`src/rtl/lsu_lane_pkg.sv`:
```
package lsu_lane_pkg;
  typedef enum logic [1:0] {
    SZ_BYTE = 2'b00,
    SZ_HALF = 2'b01,
    SZ_WORD = 2'b10,
    SZ_SPARE = 2'b11
  } acc_size_e;

  typedef struct packed {
    acc_size_e size;
    logic      zext;
  } ld_fmt_t;
endpackage

```
`src/rtl/lsu_addr_gen.sv`:
```
module lsu_addr_gen #(
  parameter int AW = 32,
  parameter int OW = 16,
  parameter int LANE_BITS = 2
) (
  input  logic [AW-1:0] base,
  input  logic [OW-1:0] disp,
  output logic [AW-1:0] eff_addr,
  output logic          misaligned
);
  logic [AW-1:0] disp_ext;

  always_comb begin
    disp_ext   = {{(AW-OW){disp[OW-1]}}, disp};
    eff_addr   = base + disp_ext;
    misaligned = |eff_addr[LANE_BITS-1:0];
  end
endmodule

```
`src/rtl/lsu_store_pack.sv`:
```
module lsu_store_pack
  import lsu_lane_pkg::*;
#(
  parameter int DW = 32
) (
  input  acc_size_e        size,
  input  logic             is_write,
  input  logic [DW-1:0]    src,
  output logic [DW/8-1:0]  be,
  output logic [DW-1:0]    data
);
  localparam int NB = DW / 8;

  always_comb begin
    unique case (size)
      SZ_BYTE: begin
        be   = NB'(1);
        data = DW'(src[7:0]);
      end
      SZ_HALF: begin
        be   = NB'(3);
        data = DW'(src[15:0]);
      end
      default: begin
        be   = '1;
        data = src;
      end
    endcase
    if (!is_write) data = '0;
  end
endmodule

```
`src/rtl/lsu_fmt_fifo.sv`:
```
module lsu_fmt_fifo
  import lsu_lane_pkg::*;
#(
  parameter int DEPTH = 4
) (
  input  logic    clk,
  input  logic    rst_n,
  input  logic    push,
  input  ld_fmt_t push_fmt,
  input  logic    pop,
  output ld_fmt_t pop_fmt,
  output logic    full,
  output logic    empty
);
  localparam int PW = (DEPTH > 1) ? $clog2(DEPTH) : 1;
  localparam int CW = $clog2(DEPTH + 1);

  ld_fmt_t       slots [DEPTH];
  logic [PW-1:0] wr_ptr, rd_ptr;
  logic [CW-1:0] count;

  assign full    = (count == CW'(DEPTH));
  assign empty   = (count == '0);
  assign pop_fmt = slots[rd_ptr];

  always_ff @(posedge clk) begin
    if (!rst_n) begin
      wr_ptr <= '0;
      rd_ptr <= '0;
      count  <= '0;
    end else begin
      if (push) begin
        slots[wr_ptr] <= push_fmt;
        wr_ptr <= (wr_ptr == PW'(DEPTH - 1)) ? '0 : wr_ptr + 1'b1;
      end
      if (pop) rd_ptr <= (rd_ptr == PW'(DEPTH - 1)) ? '0 : rd_ptr + 1'b1;
      case ({push, pop})
        2'b10:   count <= count + 1'b1;
        2'b01:   count <= count - 1'b1;
        default: count <= count;
      endcase
    end
  end

  assert_no_overflow_R10: assert property (@(posedge clk) disable iff (!rst_n)
    !(push && full));
  assert_no_underflow_R9: assert property (@(posedge clk) disable iff (!rst_n)
    !(pop && empty));
endmodule

```
`src/rtl/lsu_load_extract.sv`:
```
module lsu_load_extract
  import lsu_lane_pkg::*;
#(
  parameter int DW = 32
) (
  input  logic [DW-1:0] raw,
  input  ld_fmt_t       fmt,
  output logic [DW-1:0] shaped
);
  always_comb begin
    unique case (fmt.size)
      SZ_BYTE: shaped = fmt.zext ? DW'(raw[7:0])  : {{(DW-8){raw[7]}}, raw[7:0]};
      SZ_HALF: shaped = fmt.zext ? DW'(raw[15:0]) : {{(DW-16){raw[15]}}, raw[15:0]};
      default: shaped = raw;
    endcase
  end
endmodule

```
`src/rtl/lsu_lane_unit.sv`:
```
module lsu_lane_unit
  import lsu_lane_pkg::*;
#(
  parameter int AW = 32,
  parameter int DW = 32,
  parameter int OW = 16,
  parameter int LD_DEPTH = 4
) (
  input  logic            clk,
  input  logic            rst_n,
  input  logic            req_valid,
  output logic            req_ready,
  input  logic            req_write,
  input  logic [1:0]      req_size,
  input  logic            req_unsigned,
  input  logic [AW-1:0]   req_base,
  input  logic [OW-1:0]   req_offset,
  input  logic [DW-1:0]   req_wdata,
  output logic            mem_valid,
  input  logic            mem_ready,
  output logic            mem_we,
  output logic [AW-1:0]   mem_addr,
  output logic [DW/8-1:0] mem_be,
  output logic [DW-1:0]   mem_wdata,
  input  logic            rsp_valid,
  input  logic [DW-1:0]   rsp_rdata,
  output logic            ld_valid,
  output logic [DW-1:0]   ld_data,
  output logic            align_err
);
  localparam int NB = DW / 8;
  localparam int LANE_BITS = $clog2(NB);

  acc_size_e       size_in;
  logic [AW-1:0]   eff_addr;
  logic            misaligned;
  logic [NB-1:0]   pack_be;
  logic [DW-1:0]   pack_data;
  logic [DW-1:0]   shaped;
  ld_fmt_t         push_fmt, head_fmt;
  logic            trk_full, trk_empty;
  logic            accept, trk_push;

  assign size_in       = acc_size_e'(req_size);
  assign push_fmt.size = size_in;
  assign push_fmt.zext = req_unsigned;

  lsu_addr_gen #(.AW(AW), .OW(OW), .LANE_BITS(LANE_BITS)) u_addr (
    .base(req_base), .disp(req_offset), .eff_addr(eff_addr), .misaligned(misaligned)
  );

  lsu_store_pack #(.DW(DW)) u_pack (
    .size(size_in), .is_write(req_write), .src(req_wdata),
    .be(pack_be), .data(pack_data)
  );

  lsu_fmt_fifo #(.DEPTH(LD_DEPTH)) u_trk (
    .clk(clk), .rst_n(rst_n), .push(trk_push), .push_fmt(push_fmt),
    .pop(rsp_valid), .pop_fmt(head_fmt), .full(trk_full), .empty(trk_empty)
  );

  lsu_load_extract #(.DW(DW)) u_ext (
    .raw(rsp_rdata), .fmt(head_fmt), .shaped(shaped)
  );

  assign req_ready = (!mem_valid || mem_ready) && !trk_full;
  assign accept    = req_valid && req_ready;
  assign trk_push  = accept && !misaligned && !req_write;

  always_ff @(posedge clk) begin
    if (!rst_n) begin
      mem_valid <= 1'b0;
      mem_we    <= 1'b0;
      mem_addr  <= '0;
      mem_be    <= '0;
      mem_wdata <= '0;
      align_err <= 1'b0;
      ld_valid  <= 1'b0;
      ld_data   <= '0;
    end else begin
      align_err <= accept && misaligned;
      if (accept) begin
        mem_valid <= !misaligned;
        mem_we    <= req_write;
        mem_addr  <= eff_addr;
        mem_be    <= pack_be;
        mem_wdata <= pack_data;
      end else if (mem_ready) begin
        mem_valid <= 1'b0;
      end
      ld_valid <= rsp_valid;
      if (rsp_valid) ld_data <= shaped;
    end
  end

  assert_aligned_issue_R2: assert property (@(posedge clk) disable iff (!rst_n)
    mem_valid |-> (mem_addr[LANE_BITS-1:0] == '0));
  assert_err_no_issue_R2: assert property (@(posedge clk) disable iff (!rst_n)
    align_err |-> !mem_valid);
  assert_hold_request_R10: assert property (@(posedge clk) disable iff (!rst_n)
    (mem_valid && !mem_ready) |=> (mem_valid && $stable(mem_addr) && $stable(mem_be)
                                   && $stable(mem_wdata) && $stable(mem_we)));
  assert_half_upper_zero_R4: assert property (@(posedge clk) disable iff (!rst_n)
    (mem_valid && mem_be == NB'(3)) |-> (mem_wdata[DW-1:16] == '0));
  assert_load_no_wdata_R6: assert property (@(posedge clk) disable iff (!rst_n)
    (mem_valid && !mem_we) |-> (mem_wdata == '0));
  assert_ld_follows_rsp_R9: assert property (@(posedge clk) disable iff (!rst_n)
    ld_valid |-> $past(rsp_valid));
endmodule

```
`config.mk`:
```
export PLATFORM = sky130hd
export DESIGN_NAME = lsu_lane_unit
export DESIGN_NICKNAME = d
export VERILOG_FILES = /design/src/rtl/lsu_lane_pkg.sv /design/src/rtl/lsu_addr_gen.sv /design/src/rtl/lsu_store_pack.sv /design/src/rtl/lsu_fmt_fifo.sv /design/src/rtl/lsu_load_extract.sv /design/src/rtl/lsu_lane_unit.sv
export SDC_FILE = /design/constraint.sdc
export NUM_CORES = 1
export LEC_CHECK = 0
export BUFFER_PORTS_ARGS = -buffer_cell sky130_fd_sc_hd__buf_2
export CORE_MARGIN = 2
export CORE_UTILIZATION = 47
export DETAILED_ROUTE_END_ITERATION = 6
export HOLD_SLACK_MARGIN = 0.1
export PLACE_DENSITY_LB_ADDON = 0.2
export SLEW_MARGIN = 20
export SYNTH_ARGS = -nofsm -noshare
export SYNTH_HDL_FRONTEND = slang
export SYNTH_HIERARCHICAL = 1
export SYNTH_SLANG_ARGS = --single-unit
```
`constraint.sdc`:
```
create_clock -name clk -period 2.2 [get_ports clk]
set_input_delay 0.11 -clock clk [delete_from_list [all_inputs] [get_ports clk]]
set_output_delay 0.11 -clock clk [all_outputs]
set_load 0.01 [all_outputs]
```
### After elaboration in Yosys (flattened, before gate mapping)

Memory sizes are Yosys's and may differ from the RTL's. A register that Yosys moved wholly into a read port is not among the register bits.
Index checks and enable logic that the tools add are counted.

| word-level totals | value |
|---|---|
| output and inout port bits | 105 |
| bits in registers | 111 |
| memory bits (writable) | 12 |
| latch bits | 0 |
| ROM bits | 0 |
| memories kept | 1 |

| operators by class | value |
|---|---|
| bitwise operators | 0 |
| multiply operators | 0 |
| divide/modulo/power cells | 0 |
| order comparisons | 0 |
| shift-type cells | 0 |
| equal/unequal tests | 7 |
| muxes and demuxes | 16 |
| add/sub/neg operators | 5 |
| reductions and logical operators | 15 |

Memories:

| name | words | bits a word | rd ports | clocked after memory_dff | write ports | RTL line | RTL |
|---|---|---|---|---|---|---|---|
| u_trk.slots | 4 | 3 | 1 | 1 | 1 | lsu_fmt_fifo.sv:18 | `ld_fmt_t slots [DEPTH];` |

Operator list:

| operator | count |
|---|---|
| case mux 32 bit (2 select lines) | 2 |
| 2-to-1 mux 32 bit | 3 |
| adder 32 bit | 1 |
| 2-to-1 mux 2 bit | 4 |
| case mux 4 bit (2 select lines) | 1 |
| equality test 2 x 1 -> 1 bit (second input constant) | 3 |
| equality test 2 bit (second input constant) | 3 |
| case mux 3 bit (2 select lines) | 1 |
| logical AND 1 bit | 5 |
| 2-to-1 mux 1 bit | 5 |
| adder 2 x 1 -> 2 bit (second input constant) | 2 |
| logical NOT 1 bit | 4 |
| logical NOT 2 bit | 2 |
| nonzero test 2 bit | 2 |
| adder 3 x 1 -> 3 bit (second input constant) | 1 |
| equality test 3 bit (second input constant) | 1 |
| subtractor 3 x 1 -> 3 bit (second input constant) | 1 |
| OR reduction 2 bit | 1 |
| logical OR 1 bit | 1 |

### Depth between registers and ports, before layout

Gate-level depths: netlist of run 1.

| depth | value |
|---|---|
| word-level depth | 9 |
| mapped depth | 12 |

### Modules after synthesis

Netlist of run 1, hierarchy kept.

Modules (own cells, without submodules):

| module | cells an instance | instances | area an instance (µm²) | sequential area each (µm²) |
|---|---|---|---|---|
| lsu_lane_unit | 414 | 1 | 4136.5 | 2082.0 |
| lsu_addr_gen | 241 | 1 | 1737.9 | 0.0 |
| lsu_fmt_fifo | 63 | 1 | 894.6 | 540.5 |
| lsu_load_extract | 67 | 1 | 355.3 | 0.0 |
| lsu_store_pack | 43 | 1 | 299.0 | 0.0 |

### Least setup slack after synthesis of run 1

Ideal clock, no wire load.

| timing | value |
|---|---|
| kind | input-to-reg |
| from | in req_base[0] |
| to | reg u_trk.count[2] |
| data required time | 2.130 ns |
| path buffers | 0 |
| cell stages on the path | 11 |
| slack | -0.265 ns |
| data arrival time | 2.395 ns |
| cell sequence | ha_1 -> fa_1 -> or2_2 -> nor3b_2 -> inv_1 -> ha_1 -> inv_1 -> fa_1 -> xor2_1 -> or3_1 -> a21boi_1 |

| on the way | value |
|---|---|
| cells in the longest elaborated chain, start to end | 7 |
| elaborated cells on any way between the ends | 9 |
| classes of those cells | add/sub: 1; eq/ne: 2; mux: 1; reduce/logical: 5 |

RTL lines:

| what | RTL line | RTL |
|---|---|---|
| start: declaration | lsu_lane_unit.sv:16 | `input logic [AW-1:0] req_base,` |
| adder 32 bit * | lsu_addr_gen.sv:15 | `eff_addr = base + disp_ext;` |
| named net eff_addr[1] | lsu_lane_unit.sv:35 | `logic [AW-1:0] eff_addr;` |
| OR reduction 2 bit * | lsu_addr_gen.sv:16 | `misaligned = \|eff_addr[LANE_BITS-1:0];` |
| named net misaligned | lsu_lane_unit.sv:36 | `logic misaligned;` |
| logical NOT 1 bit * | lsu_lane_unit.sv:68 | `assign trk_push = accept && !misaligned && !req_write;` |
| logical AND 1 bit * (2 in series) | lsu_lane_unit.sv:68 |  |
| named net trk_push | lsu_lane_unit.sv:42 | `logic accept, trk_push;` |
| equality test 2 x 1 -> 1 bit or equality test 2 bit (tied branches) | lsu_fmt_fifo.sv:37 | `case ({push, pop})` |
| case mux 3 bit (2 select lines) or nonzero test 2 bit (tied branches) | -- |  |
| end signal: assignment | lsu_fmt_fifo.sv:38 | `2'b10: count <= count + 1'b1;` |
| end signal: assignment | lsu_fmt_fifo.sv:39 | `2'b01: count <= count - 1'b1;` |
| end signal: assignment | lsu_fmt_fifo.sv:40 | `default: count <= count;` |
| end: declaration | lsu_fmt_fifo.sv:20 | `logic [CW-1:0] count;` |

Mark *: on every way through the listed nets, which the timed path passes. The rest lies on a longest branch.
A chain may end at the register's enable or synchronous reset.

### Worst setup path in the final report of run 1

| timing | value |
|---|---|
| from | reg u_trk.count[0] |
| to | reg u_trk.count[2] |

| on the way | value |
|---|---|
| cells in the longest elaborated chain, start to end | 8 |
| elaborated cells on any way between the ends | 12 |
| classes of those cells | add/sub: 2; eq/ne: 3; mux: 1; reduce/logical: 6 |

RTL lines:

| what | RTL line | RTL |
|---|---|---|
| equality test 3 bit * | lsu_fmt_fifo.sv:22 | `assign full = (count == CW'(DEPTH));` |
| named net trk_full | lsu_lane_unit.sv:41 | `logic trk_full, trk_empty;` |
| logical NOT 1 bit * | lsu_lane_unit.sv:66 | `assign req_ready = (!mem_valid \|\| mem_ready) && !trk_full;` |
| logical AND 1 bit * | lsu_lane_unit.sv:66 |  |
| logical AND 1 bit * | lsu_lane_unit.sv:67 | `assign accept = req_valid && req_ready;` |
| logical AND 1 bit * (2 in series) | lsu_lane_unit.sv:68 |  |
| named net trk_push | lsu_lane_unit.sv:42 |  |
| equality test 2 x 1 -> 1 bit or equality test 2 bit (tied branches) | lsu_fmt_fifo.sv:37 |  |
| case mux 3 bit (2 select lines) or nonzero test 2 bit (tied branches) | -- |  |

Marks and branches as above.

==> insert_results.sql, run 1 <==
INSERT INTO impl_metrics (metric_group, metric, value, unit) VALUES
('run_status', 'outcome', 'completed', ''),
('global_routing', 'number_of_antenna_violations_at_the_first_check_in_global_routing', '0', ''),
('die', 'std_cell_rows', '45', ''),
('clock_network', 'insertion_delay', '0.42', 'ns'),
('clock_network', 'post_cts_buffers', '0', ''),
('die', 'floorplan.die_area', '16800', 'um2'),
('routing', 'post-route-drc-count', '0', ''),
('synthesis', 'netlist_instances', '827', ''),
('sta', 'rsz0062_at_grt', 'no', ''),
('synthesis', 'syn_area', '7420', 'um2'),
('worst_setup_path', 'ff2ff_setup_slack', '0.09', 'ns'),
('sta', 'setup_slack', '0.0859', 'ns'),
('sta', 'fin_hold_ws', '0.117', 'ns'),
('routing', 'routed-via-count', '6860', ''),
('clock_network', 'root_buffer', 'sky130_fd_sc_hd__clkbuf_16', ''),
('worst_setup_path', 'max_stage_delay', '0.35', 'ns'),
('sta', 'pins_over_their_slew_limit', '0', ''),
('sta', 'final.setup_skew', '0.0105', 'ns'),
('die', 'floorplan.die.height', '130', 'um'),
('run', 'timing.max_cap.violations', '0', ''),
('global_routing', 'grt_util_all_layers', '22.5', '%'),
('placed_design', 'placement.cell_area', '9140', 'um2'),
('pwr', 'power_leakage', '5.08', 'nW'),
('die', 'die_x', '130', 'um'),
('worst_setup_path', 'critical_path_class', 'reg -> reg', ''),
('sta', 'setup_total_negative_slack', '0', 'ns'),
('sta', 'timing_worst_slew_pin_value', '0.581', 'ns'),
('clock_network', 'tritoncts', 'yes', ''),
('global_routing', 'largest_net_degree_at_the_start_of_global_routing', '81', ''),
('placed_design', 'dp_hpwl', '13300', 'um'),
('global_routing', 'globalRouteOverflowTotal', '0', ''),
('sta', 'final_hold_viol_count', '0', ''),
('synthesis', 'ys.warnings.count', '6', ''),
('placed_design', 'gpl.final_weighted_congestion', '0.868', ''),
('synthesis', 'syn-mean-instance-area', '8.97', 'um2'),
('finish', 'final_design_area_no_fill', '10400', 'um2'),
('sta', 'final-setup-viol-count', '0', ''),
('clock_network', 'cts.reportedPaths.clkPinSlew', '0.06', 'ns'),
('finish', 'final_core_util', '67.6', '%'),
('finish', 'final_net_count', '1306', ''),
('global_routing', 'vias_in_the_first_global_route', '6566', ''),
('sta', 'relSlewSlack', '61.3', '%'),
('synthesis', 'synth.net_count', '987', ''),
('pwr', 'max-vdd-ir-drop', '0.000545', 'V'),
('routing', 'ant_nets', '0', ''),
('worst_setup_path', 'crit_path_cell_trace', 'inv_1 > and3_4 > nor3b_4 > nor3b_4 > inv_2 > ha_2 > inv_2 > fa_2 > xor2_1 > or3_1 > a21boi_1', ''),
('clock_network', 'numClockSinks', '125', ''),
('worst_setup_path', 'critical_path.startpoint_type', 'flip-flop', ''),
('worst_setup_path', 'required', '2.55', 'ns'),
('worst_setup_path', 'worst-endpoint-arrival', '2.46', 'ns'),
('placed_design', 'dpl.cell_count', '1280', ''),
('worst_setup_path', 'crit_fanout', '2', ''),
('worst_setup_path', 'cp_top_family', 'simple AND/OR/NAND/NOR gates', ''),
('finish', 'proportion_of_layout_cells_with_a_drive_suffix_above_1', '32.2', '%'),
('sta', 'layout_worst_path_cycle_share', '96.1', '%'),
('global_routing', 'grt_first_pass_wirelength', '30400', 'um'),
('finish', 'finalNonFillerCells', '1372', ''),
('worst_setup_path', 'critPathSlowestCell', 'sky130_fd_sc_hd__fa_2', ''),
('routing', 'drt-vias-per-instance', '5.00', ''),
('finish', 'syn2layout_area_growth', '39.5', '%'),
('routing', 'wl_per_cell', '14.2', 'um'),
('hold_path', 'hp-class', 'in -> reg', ''),
('worst_setup_path', 'crit_buf_inv', '3', ''),
('die', 'ioPinCount', '226', ''),
('pwr', 'post-layout-total-power', '7.27', 'mW'),
('clock_network', 'htree_levels', '4', ''),
('pwr', 'power_density', '702', 'nW/um2'),
('die', 'floorplan.initialDensity', '48.4', '%'),
('sta', 'final_period_minus_worst_setup_slack', '2.11', 'ns'),
('worst_setup_path', 'critical_path.endpoint_type', 'flip-flop', ''),
('routing', 'first_pass_iters', '4', ''),
('routing', 'drtIter0Drc', '365', ''),
('routing', 'routed_wirelength', '19500', 'um'),
('placed_design', 'port_buffers', '225', ''),
('sta', 'timing.fmax', '473', 'MHz'),
('die', 'floorplan.core_area', '15300', 'um2'),
('placed_design', 'detailedPlace.worstSlack', '-0.317', 'ns'),
('clock_network', 'cts_made_buffers', '17', ''),
('clock_network', 'max-clock-path-buffers', '2', '');
-- layer usage --
metal  part of all wire (%)  global-route usage, %
met1                     44                   26.5
met2                     49                   39.9
met3                    5.3                   5.28
met4                    1.9                   7.91
met5                      0                      0
-- what timing repair did --
action                                  CTS  global route
pin swaps                                 0             1
hold buffers                             58             0
gates resized for setup                   1             5
endpoints found under the hold margin    64             0
endpoints found under the setup margin    1             4
-- path summary, 6_finish.rpt --
kind                                     from                     endpoint  depth (start not counted)
setup / recovery  u_trk/count[0]$_SDFFE_PN0P_  u_trk/count[2]$_SDFFE_PN0P_                         11
hold / removal                  req_wdata[25]   mem_wdata[25]$_SDFFE_PN0P_                          4
setup reg to reg  u_trk/count[0]$_SDFFE_PN0P_  u_trk/count[2]$_SDFFE_PN0P_                         11
hold reg to reg    mem_wdata[25]$_SDFFE_PN0P_   mem_wdata[25]$_SDFFE_PN0P_                          2
-- worst reg2reg max path: stages, from the launching register on --
cell,delay [ns]
sky130_fd_sc_hd__dfxtp_2,0.32
sky130_fd_sc_hd__inv_1,0.09
sky130_fd_sc_hd__and3_4,0.22
sky130_fd_sc_hd__nor3b_4,0.05
sky130_fd_sc_hd__nor3b_4,0.15
sky130_fd_sc_hd__inv_2,0.05
sky130_fd_sc_hd__ha_2,0.18
sky130_fd_sc_hd__inv_2,0.04
sky130_fd_sc_hd__fa_2,0.35
sky130_fd_sc_hd__xor2_1,0.16
sky130_fd_sc_hd__or3_1,0.32
sky130_fd_sc_hd__a21boi_1,0.12
-- placed cells by master (no fill, tap or decap), drive strengths merged, types with 3 or more instances in the layout --
master       count
a211o            3
a211oi           6
a21o            19
a21oi           36
a31oi            3
and2            11
and3            24
buf            306
clkbuf          21
clkinvlp         3
dfxtp          113
dlygate4sd3     58
edfxtp          12
ha              37
inv             14
mux2i          107
mux4             3
nand2          187
nand3            8
nand4            7
nor2            12
nor2b           39
nor3             3
nor3b            4
o211a            8
o21a             4
o21ai           39
o21bai           4
or2              6
or3              3
xnor2           16
xor2            14
-- power by group --
part / leakage, nW / switching, mW / internal, mW / total [mW]
clock network: 0.292 / 1.05 / 1.81 / 2.85
logic: 3.75 / 0.937 / 0.914 / 1.85
registers: 1.04 / 0.0892 / 2.48 / 2.57
-- sequential cells by signal, summed over array words and instances, names as in the netlist, named ones only --
signal / cells
ld_data: 32
mem_addr: 32
mem_wdata: 32
u_trk/slots: 12
mem_be: 4
u_trk/count: 3
u_trk/rd_ptr: 2
u_trk/wr_ptr: 2
align_err: 1
ld_valid: 1
mem_valid: 1
mem_we: 1
-- final cells by class --
class	instances	area (um2)
Timing Repair Buffer	364	2350
Clock inverter	11	129
Tap cell	211	264
Antenna cell	2	5.00
Fill cell	1249	4960
Sequential cell	125	2620
Clock buffer	21	482
Multi-Input combinational cell	628	4460
Inverter	10	37.5
(Power assumes the default switching activity.)
==> run 2: changes to the inputs <==
--- a/config.mk
+++ b/config.mk
@@ -9,3 +9,4 @@
 export CORE_MARGIN = 2
-export CORE_UTILIZATION = 47
+export CORE_UTILIZATION = 49
+export CTS_BUF_LIST = sky130_fd_sc_hd__clkbuf_2 sky130_fd_sc_hd__clkbuf_4 sky130_fd_sc_hd__clkbuf_8
 export DETAILED_ROUTE_END_ITERATION = 6
--- a/constraint.sdc
+++ b/constraint.sdc
@@ -3,2 +3,2 @@
 set_output_delay 0.11 -clock clk [all_outputs]
-set_load 0.01 [all_outputs]
+set_load 0.02 [all_outputs]
==> run 2 against run 1 <==
Net effect:
- via count up 2.2%
- total power is 5.6% lower
- sequential cell count unchanged
- register-to-register slack barely moved
- final area down 1.0%
- core utilization is 2.4 points higher
- first-iteration DRC count increased by 12%
- non-clock buffer count rose by 11
- clock-buffer cell count shrank 4
- sequential power about the same
- critical path type unchanged
- largest cell class unchanged
- largest power group is now sequential cells
- highest routed layer unchanged
==> insert_results.sql, run 2 (synthesis results as in run 1) <==
INSERT INTO impl_metrics (metric_group, metric, value, unit) VALUES
('placed_design', 'port_buffers', '225', ''),
('sta', 'rsz0062_at_grt', 'yes', ''),
('pwr', 'power_density', '670', 'nW/um2'),
('sta', 'timing.fmax', '476', 'MHz'),
('finish', 'final_net_count', '1317', ''),
('die', 'ioPinCount', '226', ''),
('sta', 'final-setup-viol-count', '0', ''),
('finish', 'final_common_cell', 'sky130_fd_sc_hd__buf_2', ''),
('routing', 'drt-vias-per-instance', '5.18', ''),
('routing', 'first_pass_iters', '5', ''),
('pwr', 'power_leakage', '5.05', 'nW'),
('sta', 'layout_worst_path_cycle_share', '95.5', '%'),
('worst_setup_path', 'rr_endpoint', 'u_trk/count[2]$_SDFFE_PN0P_', ''),
('worst_setup_path', 'critical_path_class', 'reg -> reg', ''),
('finish', 'largest_regs', 'ld_data x32, mem_addr x32, mem_wdata x32', ''),
('global_routing', 'number_of_antenna_violations_at_the_first_check_in_global_routing', '0', ''),
('run', 'timing.max_cap.violations', '0', ''),
('finish', 'syn2layout_area_growth', '38.1', '%'),
('worst_setup_path', 'ff2ff_setup_slack', '0.1', 'ns'),
('clock_network', 'tritoncts', 'yes', ''),
('sta', 'final_period_minus_worst_setup_slack', '2.10', 'ns'),
('worst_setup_path', 'required', '2.57', 'ns'),
('global_routing', 'grt_first_pass_wirelength', '32500', 'um'),
('sta', 'final.setup_skew', '0.00837', 'ns'),
('finish', 'final_core_util', '70.0', '%'),
('worst_setup_path', 'cp_common_cell', 'sky130_fd_sc_hd__inv_2', ''),
('global_routing', 'vias_in_the_first_global_route', '6778', ''),
('placed_design', 'gpl.final_weighted_congestion', '0.853', ''),
('sta', 'final_hold_viol_count', '0', ''),
('finish', 'multi_input_area', '4450', 'um2'),
('clock_network', 'cts_made_buffers', '17', ''),
('finish', 'proportion_of_layout_cells_with_a_drive_suffix_above_1', '32.2', '%'),
('worst_setup_path', 'critical_path.startpoint_type', 'flip-flop', ''),
('routing', 'routed_wirelength', '20000', 'um'),
('finish', 'regArea', '2630', 'um2'),
('clock_network', 'htree_levels', '4', ''),
('routing', 'routed-via-count', '7009', ''),
('clock_network', 'insertion_delay', '0.44', 'ns'),
('die', 'floorplan.die_area', '16100', 'um2'),
('sta', 'timing_worst_slew_pin_value', '0.584', 'ns'),
('global_routing', 'globalRouteOverflowTotal', '0', ''),
('sta', 'pins_over_their_slew_limit', '0', ''),
('worst_setup_path', 'critPathSlowestCell', 'sky130_fd_sc_hd__fa_2', ''),
('hold_path', 'endpoint_of_the_worst_hold_timing_path', 'ld_data[27]$_SDFFE_PN0P_', ''),
('run_status', 'outcome', 'completed', ''),
('routing', 'wl_per_cell', '14.8', 'um'),
('clock_network', 'cts.reportedPaths.clkPinSlew', '0.07', 'ns'),
('finish', 'finalNonFillerCells', '1353', ''),
('die', 'std_cell_rows', '44', ''),
('clock_network', 'numClockSinks', '125', ''),
('routing', 'post-route-drc-count', '0', ''),
('routing', 'drtIter0Drc', '407', ''),
('sta', 'relSlewSlack', '61.1', '%'),
('finish', 'n_antenna_cell', '0', ''),
('worst_setup_path', 'critical_path.endpoint_type', 'flip-flop', ''),
('placed_design', 'dp_hpwl', '13500', 'um'),
('finish', 'layout_common_cells', '224 x sky130_fd_sc_hd__buf_2, 187 x sky130_fd_sc_hd__nand2_1, 111 x sky130_fd_sc_hd__dfxtp_1', ''),
('die', 'floorplan.core_area', '14600', 'um2'),
('sta', 'setup_total_negative_slack', '0', 'ns'),
('worst_setup_path', 'reg_to_reg_startpoint', 'u_trk/count[1]$_SDFFE_PN0P_', ''),
('worst_setup_path', 'crit_path_cell_trace', 'inv_2 > and3_4 > nor3b_4 > nor3b_4 > inv_2 > ha_2 > inv_2 > fa_2 > xor2_1 > or3_1 > a21boi_1', ''),
('placed_design', 'dpl.cell_count', '1254', ''),
('worst_setup_path', 'rr_worst_depth', '11', ''),
('hold_path', 'hp-class', 'in -> reg', ''),
('routing', 'ant_nets', '0', ''),
('hold_path', 'timing.hold.worst.start', 'rsp_rdata[27]', ''),
('clock_network', 'root_buffer', 'sky130_fd_sc_hd__clkbuf_8', ''),
('hold_path', 'number_of_stages_on_the_worst_hold_path', '5', ''),
('die', 'floorplan.initialDensity', '50.7', '%'),
('die', 'floorplan.die.height', '127', 'um'),
('worst_setup_path', 'max_stage_delay', '0.37', 'ns'),
('global_routing', 'grt_util_all_layers', '24.8', '%'),
('pwr', 'max-vdd-ir-drop', '0.000442', 'V'),
('worst_setup_path', 'worst-endpoint-arrival', '2.48', 'ns'),
('die', 'die_x', '127', 'um'),
('worst_setup_path', 'crit_fanout', '2', ''),
('global_routing', 'largest_net_degree_at_the_start_of_global_routing', '99', ''),
('placed_design', 'placement.cell_area', '9100', 'um2'),
('finish', 'filler_cell_count', '1165', ''),
('clock_network', 'max-clock-path-buffers', '2', ''),
('finish', 'final_design_area_no_fill', '10200', 'um2');
run 2: cell types whose count changed in the layout (fill, tap and decap cells not counted), sizes merged:
| cell | before | now |
|---|---|---|
| dlygate4sd3 | 58 | 67 |
| diode | 2 | 0 |
| inv | 14 | 13 |
| clkinvlp | 3 | 2 |
| clkbuf | 21 | 17 |
| clkinv | 2 | 4 |
| bufinv | 2 | 5 |
| buf | 306 | 308 |
run 2: metal layers:
layer | share of wire (%) | up-vias | global-route usage, %
met3 | 5.5 | 48 | 4.73
met2 | 49 | 228 | 43.1
li1 | - | 3508 | -
met5 | 0 | - | 0
met4 | 3.4 | 0 | 11.0
met1 | 43 | 3225 | 29.9
run 2: power by group:
part / total [mW] / switching, mW / internal [mW]
Combinational: 2.00 / 1.07 / 0.933
Sequential: 2.57 / 0.0968 / 2.48
Clock: 2.29 / 0.945 / 1.35
Total: 6.87 / 2.11 / 4.76
run 2: metrics by stage:
step | worst slack [ns] | hold WS, ns | power, mW
2_1_floorplan | -0.0700 | 0.209 | 3.91
3_3_place_gp | -0.189 | 0.357 | 4.47
3_5_place_dp | -0.242 | 0.357 | 4.49
4_1_cts | 0.0218 | 0.102 | 6.89
5_1_grt | -0.00717 | 0.132 | 7.22
6_report | 0.0979 | 0.120 | 6.87
run 2: how the worst max path moves through the flow:
stage,to,startpoint,slack [ns]
after detailed placement,mem_addr[28]$_SDFFE_PN0P_,req_base[0],-0.24
after floorplan,u_trk/count[2]$_SDFFE_PN0P_,req_base[0],-0.07
after global routing,u_trk/count[2]$_SDFFE_PN0P_,u_trk/count[1]$_SDFFE_PN0P_,-0.007
after CTS,mem_wdata[21]$_SDFFE_PN0P_,u_trk/count[0]$_SDFFE_PN0P_,0.02
after global placement,mem_addr[26]$_SDFFE_PN0P_,req_offset[15],-0.19
final,u_trk/count[2]$_SDFFE_PN0P_,u_trk/count[1]$_SDFFE_PN0P_,0.1
run 2: final cells by class:
type	count	area share [%]
clock buffers	17	2.28
repair buffers	375	23.9
flip-flops and latches	125	25.6
multi-input cells	628	43.4
inverters	10	0.366
well taps	184	2.25
clock inverters	14	2.11
run 2: what timing repair did:
item                       CTS  global route
hold buffers                67             0
hold endpoints to repair    76             0
resized for setup            0             8
buffers inserted             0             1
setup endpoints to repair    0            34
run 2: worst max-delay path: cells and delay by family (launching register included):
| family | cells | cell delay, ns |
|---|---|---|
| adder cells (fa/ha/maj) | 2 | 0.54 |
| flip-flops | 1 | 0.33 |
| AND/OR/NAND/NOR | 4 | 0.71 |
| XOR/XNOR | 1 | 0.15 |
| buffers and inverters | 3 | 0.16 |
| AO/OA/AOI/OAI | 1 | 0.14 |
